===== config.mk =====
export PLATFORM = sky130hd
export DESIGN_NAME = pc_stack_seq
export DESIGN_NICKNAME = d
export VERILOG_FILES = /design/src/rtl/pcs_pkg.sv /design/src/rtl/pcs_run_ctrl.sv /design/src/rtl/pcs_pc_reg.sv /design/src/rtl/pcs_stack_ptr.sv /design/src/rtl/pcs_seq_fsm.sv /design/src/rtl/pc_stack_seq.sv
export SDC_FILE = /design/constraint.sdc
export NUM_CORES = 1
export LEC_CHECK = 0
export ABC_AREA = 1
export BUFFER_PORTS_ARGS = -buffer_cell sky130_fd_sc_hd__buf_4
export CORE_AREA = 2 2 87 89
export CTS_CLUSTER_SIZE = 24
export DETAILED_ROUTE_END_ITERATION = 8
export DIE_AREA = 0 0 89 91
export PLACE_DENSITY = 0.76
export SYNTH_ARGS = -nofsm -noshare
export SYNTH_HDL_FRONTEND = slang
export SYNTH_SLANG_ARGS = --single-unit

===== constraint.sdc =====
create_clock -name clk -period 5.3 [get_ports clk]
set_clock_uncertainty 0.1 [all_clocks]
set_input_delay 0.53 -clock clk [delete_from_list [all_inputs] [get_ports clk]]
set_output_delay 0.53 -clock clk [all_outputs]
set_load 0.02 [all_outputs]

===== src/rtl/pcs_pkg.sv =====
package pcs_pkg;
  typedef enum logic [3:0] {
    OP_NONE = 4'd0,
    OP_OPND1 = 4'd1,
    OP_OPND2 = 4'd2,
    OP_JMP = 4'd3,
    OP_BRZ = 4'd4,
    OP_BRC = 4'd5,
    OP_HALT = 4'd6,
    OP_CALL = 4'd7,
    OP_RET = 4'd8,
    OP_PUSH = 4'd9,
    OP_POP = 4'd10
  } op_e;

  typedef enum logic [3:0] {
    ST_FETCH,
    ST_SKIP_B,
    ST_SKIP_A,
    ST_TGT_LO,
    ST_TGT_HI,
    ST_CALL_H,
    ST_CALL_L,
    ST_RET_L,
    ST_RET_H,
    ST_PUSH,
    ST_POP,
    ST_HALT
  } st_e;
endpackage


===== src/rtl/pcs_run_ctrl.sv =====
module pcs_run_ctrl (
  input  logic clk,
  input  logic rst_n,
  input  logic run_toggle,
  input  logic step,
  input  logic halted,
  output logic rst_sync_n,
  output logic tick_en
);
  logic sync_q1, sync_q2;
  logic run_prev, step_prev, running, running_nxt;
  logic run_rise, step_rise;

  always_ff @(posedge clk or negedge rst_n) begin
    if (!rst_n) begin
      sync_q1 <= 1'b0;
      sync_q2 <= 1'b0;
    end else begin
      sync_q1 <= 1'b1;
      sync_q2 <= sync_q1;
    end
  end
  assign rst_sync_n = sync_q2;

  assign run_rise  = run_toggle & ~run_prev;
  assign step_rise = step & ~step_prev;

  always_comb begin
    running_nxt = running;
    if (run_rise) running_nxt = ~running;
    if (halted)   running_nxt = 1'b0;
  end

  always_ff @(posedge clk or negedge rst_sync_n) begin
    if (!rst_sync_n) begin
      run_prev  <= 1'b0;
      step_prev <= 1'b0;
      running   <= 1'b0;
    end else begin
      run_prev  <= run_toggle;
      step_prev <= step;
      running   <= running_nxt;
    end
  end

  assign tick_en = ~halted & (running | step_rise);
endmodule


===== src/rtl/pcs_pc_reg.sv =====
module pcs_pc_reg #(
  parameter int DATA_W = 8,
  parameter logic [2*DATA_W-1:0] RESET_VEC = 16'hFFFC,
  localparam int ADDR_W = 2 * DATA_W
) (
  input  logic              clk,
  input  logic              rst_n,
  input  logic              en,
  input  logic              inc,
  input  logic              load,
  input  logic [ADDR_W-1:0] load_val,
  output logic [ADDR_W-1:0] pc
);
  logic [DATA_W-1:0] lo_q, hi_q, lo_d, hi_d;
  logic [DATA_W-1:0] lo_inc;
  logic              lo_wrap;

  assign {lo_wrap, lo_inc} = {1'b0, lo_q} + {{DATA_W{1'b0}}, 1'b1};

  always_comb begin
    lo_d = lo_q;
    hi_d = hi_q;
    if (load) begin
      lo_d = load_val[DATA_W-1:0];
      hi_d = load_val[ADDR_W-1:DATA_W];
    end else if (inc) begin
      lo_d = lo_inc;
      hi_d = hi_q + {{(DATA_W-1){1'b0}}, lo_wrap};
    end
  end

  always_ff @(posedge clk or negedge rst_n) begin
    if (!rst_n) begin
      lo_q <= RESET_VEC[DATA_W-1:0];
      hi_q <= RESET_VEC[ADDR_W-1:DATA_W];
    end else if (en) begin
      lo_q <= lo_d;
      hi_q <= hi_d;
    end
  end

  assign pc = {hi_q, lo_q};
endmodule


===== src/rtl/pcs_stack_ptr.sv =====
module pcs_stack_ptr #(
  parameter int SP_W = 8,
  parameter int ADDR_W = 16,
  parameter logic [ADDR_W-1:0] STACK_BASE = 16'h0010
) (
  input  logic              clk,
  input  logic              rst_n,
  input  logic              en,
  input  logic              push,
  input  logic              pop,
  output logic [ADDR_W-1:0] push_addr,
  output logic [ADDR_W-1:0] pop_addr
);
  logic [SP_W-1:0] sp_q, sp_d, sp_up;

  assign sp_up     = sp_q + {{(SP_W-1){1'b0}}, 1'b1};
  assign push_addr = STACK_BASE + {{(ADDR_W-SP_W){1'b0}}, sp_q};
  assign pop_addr  = STACK_BASE + {{(ADDR_W-SP_W){1'b0}}, sp_up};

  always_comb begin
    sp_d = sp_q;
    if (push)     sp_d = sp_q - {{(SP_W-1){1'b0}}, 1'b1};
    else if (pop) sp_d = sp_up;
  end

  always_ff @(posedge clk or negedge rst_n) begin
    if (!rst_n)  sp_q <= {SP_W{1'b1}};
    else if (en) sp_q <= sp_d;
  end
endmodule


===== src/rtl/pcs_seq_fsm.sv =====
module pcs_seq_fsm
  import pcs_pkg::*;
#(
  parameter int DATA_W = 8,
  localparam int ADDR_W = 2 * DATA_W
) (
  input  logic              clk,
  input  logic              rst_n,
  input  logic              en,
  input  logic [3:0]        op_in,
  input  logic              zero,
  input  logic              carry,
  input  logic [DATA_W-1:0] mem_rdata,
  input  logic [DATA_W-1:0] acc_in,
  input  logic [ADDR_W-1:0] pc,
  input  logic [ADDR_W-1:0] push_addr,
  input  logic [ADDR_W-1:0] pop_addr,
  output logic [ADDR_W-1:0] mem_addr,
  output logic              mem_we,
  output logic [DATA_W-1:0] mem_wdata,
  output logic              acc_wr,
  output logic              pc_inc,
  output logic              pc_load,
  output logic [ADDR_W-1:0] pc_val,
  output logic              sp_push,
  output logic              sp_pop,
  output logic              halted
);
  st_e               state_q, state_d;
  op_e               op_q, op_now;
  logic [DATA_W-1:0] tgt_lo_q, tgt_hi_q;
  logic              lo_en, hi_en, op_en, we_raw, accw_raw;

  assign op_now = op_e'(op_in);

  always_comb begin
    state_d   = state_q;
    mem_addr  = pc;
    we_raw    = 1'b0;
    mem_wdata = '0;
    accw_raw  = 1'b0;
    pc_inc    = 1'b0;
    pc_load   = 1'b0;
    pc_val    = {mem_rdata, tgt_lo_q};
    sp_push   = 1'b0;
    sp_pop    = 1'b0;
    lo_en     = 1'b0;
    hi_en     = 1'b0;
    op_en     = 1'b0;
    unique case (state_q)
      ST_FETCH: begin
        pc_inc = 1'b1;
        op_en  = 1'b1;
        case (op_now)
          OP_OPND1: state_d = ST_SKIP_A;
          OP_OPND2: state_d = ST_SKIP_B;
          OP_JMP, OP_BRZ, OP_BRC, OP_CALL: state_d = ST_TGT_LO;
          OP_HALT:  state_d = ST_HALT;
          OP_RET:   state_d = ST_RET_L;
          OP_PUSH:  state_d = ST_PUSH;
          OP_POP:   state_d = ST_POP;
          default:  state_d = ST_FETCH;
        endcase
      end
      ST_SKIP_B: begin
        pc_inc  = 1'b1;
        state_d = ST_SKIP_A;
      end
      ST_SKIP_A: begin
        pc_inc  = 1'b1;
        state_d = ST_FETCH;
      end
      ST_TGT_LO: begin
        pc_inc  = 1'b1;
        lo_en   = 1'b1;
        state_d = ST_TGT_HI;
      end
      ST_TGT_HI: begin
        state_d = ST_FETCH;
        case (op_q)
          OP_JMP: pc_load = 1'b1;
          OP_BRZ: begin
            pc_load = zero;
            pc_inc  = ~zero;
          end
          OP_BRC: begin
            pc_load = carry;
            pc_inc  = ~carry;
          end
          default: begin
            pc_inc  = 1'b1;
            hi_en   = 1'b1;
            state_d = ST_CALL_H;
          end
        endcase
      end
      ST_CALL_H: begin
        mem_addr  = push_addr;
        we_raw    = 1'b1;
        mem_wdata = pc[ADDR_W-1:DATA_W];
        sp_push   = 1'b1;
        state_d   = ST_CALL_L;
      end
      ST_CALL_L: begin
        mem_addr  = push_addr;
        we_raw    = 1'b1;
        mem_wdata = pc[DATA_W-1:0];
        sp_push   = 1'b1;
        pc_load   = 1'b1;
        pc_val    = {tgt_hi_q, tgt_lo_q};
        state_d   = ST_FETCH;
      end
      ST_RET_L: begin
        mem_addr = pop_addr;
        sp_pop   = 1'b1;
        lo_en    = 1'b1;
        state_d  = ST_RET_H;
      end
      ST_RET_H: begin
        mem_addr = pop_addr;
        sp_pop   = 1'b1;
        pc_load  = 1'b1;
        state_d  = ST_FETCH;
      end
      ST_PUSH: begin
        mem_addr  = push_addr;
        we_raw    = 1'b1;
        mem_wdata = acc_in;
        sp_push   = 1'b1;
        state_d   = ST_FETCH;
      end
      ST_POP: begin
        mem_addr = pop_addr;
        sp_pop   = 1'b1;
        accw_raw = 1'b1;
        state_d  = ST_FETCH;
      end
      ST_HALT: state_d = ST_HALT;
      default: state_d = ST_FETCH;
    endcase
  end

  assign mem_we = we_raw & en;
  assign acc_wr = accw_raw & en;
  assign halted = (state_q == ST_HALT);

  always_ff @(posedge clk or negedge rst_n) begin
    if (!rst_n) begin
      state_q  <= ST_FETCH;
      op_q     <= OP_NONE;
      tgt_lo_q <= '0;
      tgt_hi_q <= '0;
    end else if (en) begin
      state_q <= state_d;
      if (op_en) op_q     <= op_now;
      if (lo_en) tgt_lo_q <= mem_rdata;
      if (hi_en) tgt_hi_q <= mem_rdata;
    end
  end
endmodule


===== src/rtl/pc_stack_seq.sv =====
module pc_stack_seq #(
  parameter int DATA_W = 8,
  parameter int SP_W = 8,
  parameter logic [2*DATA_W-1:0] RESET_VEC = 16'hFFFC,
  parameter logic [2*DATA_W-1:0] STACK_BASE = 16'h0010,
  localparam int ADDR_W = 2 * DATA_W
) (
  input  logic              clk,
  input  logic              rst_n,
  input  logic              run_toggle,
  input  logic              step,
  input  logic [3:0]        op_in,
  input  logic              zero,
  input  logic              carry,
  input  logic [DATA_W-1:0] acc_in,
  input  logic [DATA_W-1:0] mem_rdata,
  output logic [ADDR_W-1:0] mem_addr,
  output logic              mem_we,
  output logic [DATA_W-1:0] mem_wdata,
  output logic              acc_wr,
  output logic [DATA_W-1:0] acc_wdata
);
  logic              rst_sync_n, tick_en, halted;
  logic              pc_inc, pc_load, sp_push, sp_pop;
  logic [ADDR_W-1:0] pc, pc_val, push_addr, pop_addr;

  pcs_run_ctrl u_run (
    .clk(clk), .rst_n(rst_n), .run_toggle(run_toggle), .step(step),
    .halted(halted), .rst_sync_n(rst_sync_n), .tick_en(tick_en)
  );

  pcs_pc_reg #(.DATA_W(DATA_W), .RESET_VEC(RESET_VEC)) u_pc (
    .clk(clk), .rst_n(rst_sync_n), .en(tick_en), .inc(pc_inc),
    .load(pc_load), .load_val(pc_val), .pc(pc)
  );

  pcs_stack_ptr #(.SP_W(SP_W), .ADDR_W(ADDR_W), .STACK_BASE(STACK_BASE)) u_sp (
    .clk(clk), .rst_n(rst_sync_n), .en(tick_en), .push(sp_push),
    .pop(sp_pop), .push_addr(push_addr), .pop_addr(pop_addr)
  );

  pcs_seq_fsm #(.DATA_W(DATA_W)) u_fsm (
    .clk(clk), .rst_n(rst_sync_n), .en(tick_en), .op_in(op_in),
    .zero(zero), .carry(carry), .mem_rdata(mem_rdata), .acc_in(acc_in),
    .pc(pc), .push_addr(push_addr), .pop_addr(pop_addr),
    .mem_addr(mem_addr), .mem_we(mem_we), .mem_wdata(mem_wdata),
    .acc_wr(acc_wr), .pc_inc(pc_inc), .pc_load(pc_load), .pc_val(pc_val),
    .sp_push(sp_push), .sp_pop(sp_pop), .halted(halted)
  );

  assign acc_wdata = mem_rdata;
endmodule


After elaboration in Yosys (flattened, before gate mapping)
Memory sizes are Yosys's and may differ from the RTL's.
Index checks and enable logic that the tools add are counted.
{ "classes": {"eq_ne": 14, "bitwise": 12, "reduce_logical": 15, "muxes": 24, "addsub": 6} }
{ "op_table": {"columns": ["cell", "n"], "rows": [
  ["$mux 8", 6],
  ["$pmux 16 s2", 1],
  ["$pmux 4 s7", 1],
  ["$eq 4x3->1 const B", 6],
  ["$pmux 8 s3", 1],
  ["$add 5x8->9 const A", 2],
  ["$eq 4x4->1 const B", 4],
  ["$mux 16", 1],
  ["$eq 4x2->1 const B", 3],
  ["$reduce_and 2->1", 5],
  ["$add 8x1->9 const B", 1],
  ["$mux 1", 9],
  ["$reduce_or 3->1", 3],
  ["$add 8x1->8", 1],
  ["$add 8x1->8 const B", 1],
  ["$sub 8x1->8 const B", 1],
  ["$not 1->1", 6],
  ["$pmux 1 s3", 2],
  ["$reduce_bool 2->1", 3],
  ["$and 1x1->1", 5],
  ["$eq 4x1->1 const B", 1],
  ["$logic_not 4->1", 1],
  ["$pmux 1 s2", 2],
  ["$reduce_or 2->1", 2],
  ["other kinds (3)", 3]
]} }
{ "totals": {"word_cells": 84, "mem_bits_ro": 64, "in_bits": 26, "mem_count": 1, "output_inout_bits": 34, "reg_bits": 53} }
{ "mem_list": {"columns": ["name", "words", "word_bits", "rd", "rd_clocked_by_memory_dff", "wr", "line_no", "text"], "rows": [
  ["(name not given)", 16, 4, 1, 0, 0, "pcs_seq_fsm.sv:54", "case (op_now)"]
]} }

Logic depth before layout (Yosys ltp)
{ "depth": {"depth_word": 5, "mapped_depth": 14} }

Modules after synthesis
From an unflattened synthesis, not the netlist that was laid out.
{ "unflattened": {"cells_unflattened": 615, "area_unflattened_um2": 4146.5} }
{ "modules_own_cells": {"columns": ["mod", "n_inst", "cells_per_inst", "area_each_um2"], "rows": [
  ["pcs_seq_fsm", 1, 291, 1856.8],
  ["pcs_pc_reg", 1, 163, 1108.6],
  ["pcs_stack_ptr", 1, 138, 954.7],
  ["pcs_run_ctrl", 1, 15, 166.4],
  ["pc_stack_seq", 1, 8, 60.1]
]} }

Least setup slack after synthesis
OpenSTA, ideal clock, no wires.
{ "synth_path": {"path_type": "register -> output", "start": "reg u_sp.sp_q[0]", "end": "out mem_addr[6]", "setup_slack_ns": 2.823, "required_time_ns": 4.670, "stages_incl_launch_ff": 11, "t_arrival_ns": 1.847, "cell_sequence": "dfstp_2 ha_1 nand2_1 nor2_1 nand2_1 nand3_1 nand2_1 ha_1 nand2_1 nand2_1 o22ai_1"} }
{ "synth_between": {"elab_chain_len": 3} }
{ "synth_rtl": {"columns": ["element", "line_no", "text"], "rows": [
  ["from (decl)", "pcs_stack_ptr.sv:14", "logic [SP_W-1:0] sp_q, sp_d, sp_up;"],
  ["from (signal assigned)", "pcs_stack_ptr.sv:27", "if (!rst_n) sp_q <= {SP_W{1'b1}};"],
  ["from (signal assigned)", "pcs_stack_ptr.sv:28", "else if (en) sp_q <= sp_d;"],
  ["$add 8x1->8", "pcs_stack_ptr.sv:16", "assign sp_up = sp_q + {{(SP_W-1){1'b0}}, 1'b1};"],
  ["$add 5x8->9", "pcs_stack_ptr.sv:18", "assign pop_addr = STACK_BASE + {{(ADDR_W-SP_W){1'b0}}, sp_up};"],
  ["$pmux 16 s2 *", "pcs_seq_fsm.sv:50", "unique case (state_q)"],
  ["to (decl)", "pc_stack_seq.sv:17", "output logic [ADDR_W-1:0] mem_addr,"]
]} }
Mark *: on every way between the ends. The rest lies on a longest branch, timed or not.

Worst setup path in the final report
Ends and elaborated chain as after synthesis.

==> flow_metrics.tcl <==
set metrics [dict create \
    peakVddDrop_mv 0.233 \
    cp_num_buf_inv 1 \
    cp_common_cell "nand2_1" \
    syn_area_per_cell_um2 7.12 \
    end_kind "primary output" \
    nNetsFinal 610 \
    grt_pass1_vias 3426 \
    rr_endpoint "u_pc.hi_q[7]" \
    io_pins 60 \
    crit_chain "ha_1, nand2_1, nor2_1, nand2_1, nand3_1, nand2_1, ha_1, nand2_1, nand2_1, o22ai_1, buf_4" \
    via_per_inst 5.37 \
    die_y_um 91 \
    grt_max_degree 52 \
    drt-initial-drc-count 286 \
    dp_cells 667 \
    slew_violations 0 \
    clk_pin_slew_worst_paths_ns 0.09 \
    maxCapViolations 0 \
    grtUsageTotal_pct 24.0 \
    postCtsSetupBuffers 0 \
    hold_ws_ns 0.244 \
    ys_warn_count 0 \
    numCtsBuffers 5 \
    min_path_type "input port to flip-flop" \
    syn_area_mm2 0.00379 \
    clockBufferDepth 2 \
    cts_root_buffer "clkbuf_8" \
    grt_pass1_wl_mm 15.6 \
    core.rowCount 31 \
    hold_viol 0 \
    drt_wl_total_mm 9.41 \
    cts_hold_buf 1 \
    worstHoldStart "run_toggle" \
    cpPeakStageDelay_ns 0.60 \
    grt-ovfl-total 0 \
    power_density_mw_per_mm2 577 \
    reg2reg_depth 13 \
    setup_viol 0 \
    cp_top_family "simple AND/OR/NAND/NOR gates" \
    cts_tree "done" \
    design_area_mm2 0.00430 \
    critPathMaxFanout 6 \
    power_leakage_nw 2.13 \
    power_mw 2.48 \
    die-width_um 89 \
    crit_type "flip-flop to primary output" \
    arrival_ns 2.27 \
    ctsResizeCount 0 \
    ys_seq_area_share_pct 35.7 \
    ys_ff_latch 53 \
    timing.final.crit_share_pct 54.8 \
    drc_errors 0 \
    r2r_start "u_pc.lo_q[5]" \
    crit_slowest_cell "dfstp_2" \
    cts.sinks 53 \
    htreeDepth 2 \
    antenna_found_initial 0 \
    core-area_mm2 0.00714 \
    area_growth_pct 13.3 \
    die-area_mm2 0.00810 \
    firstDrtPassIters 6 \
    n_fill_cell 688 \
    antenna_cells 0 \
    dp_hpwl_mm 6.98 \
    tightest_slew_ns 0.664 \
    rsz0062_at_grt "no" \
    fin_crit_ns 2.90 \
    synth_nets 567 \
    regToRegSetupSlack_ns 2.90 \
    clock_latency_ns 0.31 \
    io_buffers 59 \
    slew_headroom_pct 55.7 \
    route.vias.total 3628 \
    synth_cell_types 41 \
    initial_utilization_pct 53.2 \
    critical_path_required_ns 4.67 \
    globalplace.congestion 0.944 \
    fmaxAchievable_ghz 0.345 \
    status "finished, final reports clean" \
    avgRoutedWirePerCell_um 13.9 \
    whs_endpoint "u_run.run_prev" \
    final_cells 676 \
    postPlaceCellArea_mm2 0.00419 \
    final_antenna_net_count 0 \
    syn_inst 533 \
    cp-start-kind "flip-flop" \
    layout-drive-gt1-share_pct 20.5 \
    fin_tns_setup_ns 0 \
    hold_depth 1 \
]
worst max path at each step:
stage / from / end / slack [ns] / cells after the start
5_1_grt: u_sp.sp_q[0] / mem_addr[5] / 2.21 / 10
3_5_place_dp: u_sp.sp_q[0] / mem_addr[6] / 2.76 / 11
2_1_floorplan: u_sp.sp_q[0] / mem_addr[6] / 2.82 / 10
6_report: u_sp.sp_q[0] / mem_addr[6] / 2.40 / 11
4_1_cts: u_sp.sp_q[0] / mem_addr[6] / 2.41 / 11
3_3_place_gp: u_sp.sp_q[0] / mem_addr[6] / 2.83 / 11
layout by cell type (no fill, tap or decap), drive strengths merged, types with 4 or more instances in the layout:
cell type / Yosys / layout
buf: 23 / 60
clkbuf: 2 / 6
nand3: 72 / 72
nand2: 173 / 173
nor2: 37 / 37
inv: 58 / 58
o22ai: 4 / 4
o21ai: 50 / 50
ha: 8 / 8
dfrtp: 31 / 31
dfstp: 22 / 22
clkinv: 2 / 4
o221ai: 9 / 9
xor2: 16 / 16
nand4: 6 / 6
synth_stat cells:
library cell / instances / area (um^2)
nor3b_1: 1 / 7.51
buf_4: 9 / 67.6
buf_2: 9 / 45.0
nor2_1: 32 / 120
o21ai_2: 1 / 8.76
conb_1: 1 / 3.75
nand4_1: 5 / 31.3
inv_2: 7 / 26.3
dfrtp_1: 31 / 776
buf_6: 5 / 56.3
clkinv_1: 2 / 7.51
nor2_2: 1 / 6.26
o22ai_1: 4 / 25.0
or2_4: 1 / 8.76
nand2_1: 164 / 616
a21oi_1: 3 / 15.0
o21ai_1: 7 / 35.0
clkbuf_1: 2 / 7.51
o21ai_0: 42 / 210
o2111ai_1: 2 / 17.5
nor4_1: 1 / 6.26
nand2_4: 4 / 45.0
a31oi_1: 2 / 12.5
nor2_8: 1 / 20.0
dfstp_2: 22 / 578
o21bai_1: 1 / 7.51
and2_1: 1 / 6.26
inv_1: 51 / 191
ha_1: 8 / 100
nand4_4: 1 / 21.3
o211ai_1: 3 / 22.5
nand3_4: 1 / 17.5
nand3_1: 69 / 345
nand2_2: 5 / 31.3
a22oi_1: 1 / 7.51
o221ai_1: 9 / 78.8
nor3_1: 2 / 10.0
xor2_1: 16 / 140
nand3_2: 2 / 20.0
nor2_4: 3 / 33.8
a21o_1: 1 / 7.51
area by class of cell:
| class | count | area [um^2] | share of cell area (%) |
|---|---|---|---|
| Clock buffer | 6 | 82.6 | 1.92 |
| Clock inverter | 2 | 13.8 | 0.320 |
| Inverter | 60 | 225 | 5.24 |
| Multi-Input combinational cell | 395 | 2040 | 47.4 |
| Sequential cell | 53 | 1360 | 31.5 |
| Tap cell | 99 | 124 | 2.88 |
| Timing Repair Buffer | 61 | 460 | 10.7 |
through the flow:
step                      util [%]  setup slack, ns
after floorplan                  -             2.82
after global routing          60.2             2.21
after detailed placement      58.7             2.76
after global placement        58.7             2.83
after CTS                     60.2             2.41
final                         60.2             2.40
flip-flops by register name (all words and copies together), names as in the netlist:
signal / cells
u_run.run_prev: 1
u_run.running: 1
u_pc.lo_q: 8
u_run.rst_sync_n: 1
u_run.step_prev: 1
u_fsm.op_q: 4
u_fsm.tgt_hi_q: 8
u_fsm.state_q: 4
u_run.sync_q1: 1
u_pc.hi_q: 8
u_sp.sp_q: 8
u_fsm.tgt_lo_q: 8
logic make-up (layout without fill, tap and decap cells):
family | Yosys count | in the layout | share of synthesized area (%)
simple gates | 294 | 294 | 35.5
buf+inv | 85 | 129 | 10.6
compound gates | 76 | 76 | 11.8
flops | 53 | 53 | 35.7
xor+xnor | 16 | 16 | 3.69
fa+ha+maj | 8 | 8 | 2.64
other cells | 1 | 1 | 0.0988
metal layers:
layer  up-vias  global-route usage (%)  part of all wire [%]
li1       1815                       -                     -
met1      1662                    34.1                    47
met2       133                    37.9                    46
met3        18                    3.09                   5.5
met4         0                    7.34                   1.9
met5         -                       0                     0
power breakdown:
| group | switching [mW] | internal (mW) |
|---|---|---|
| logic | 0.933 | 0.504 |
| registers | 0.173 | 0.629 |
| clock network | 0.136 | 0.106 |
| total | 1.24 | 1.24 |
(Power assumes the default switching activity.)
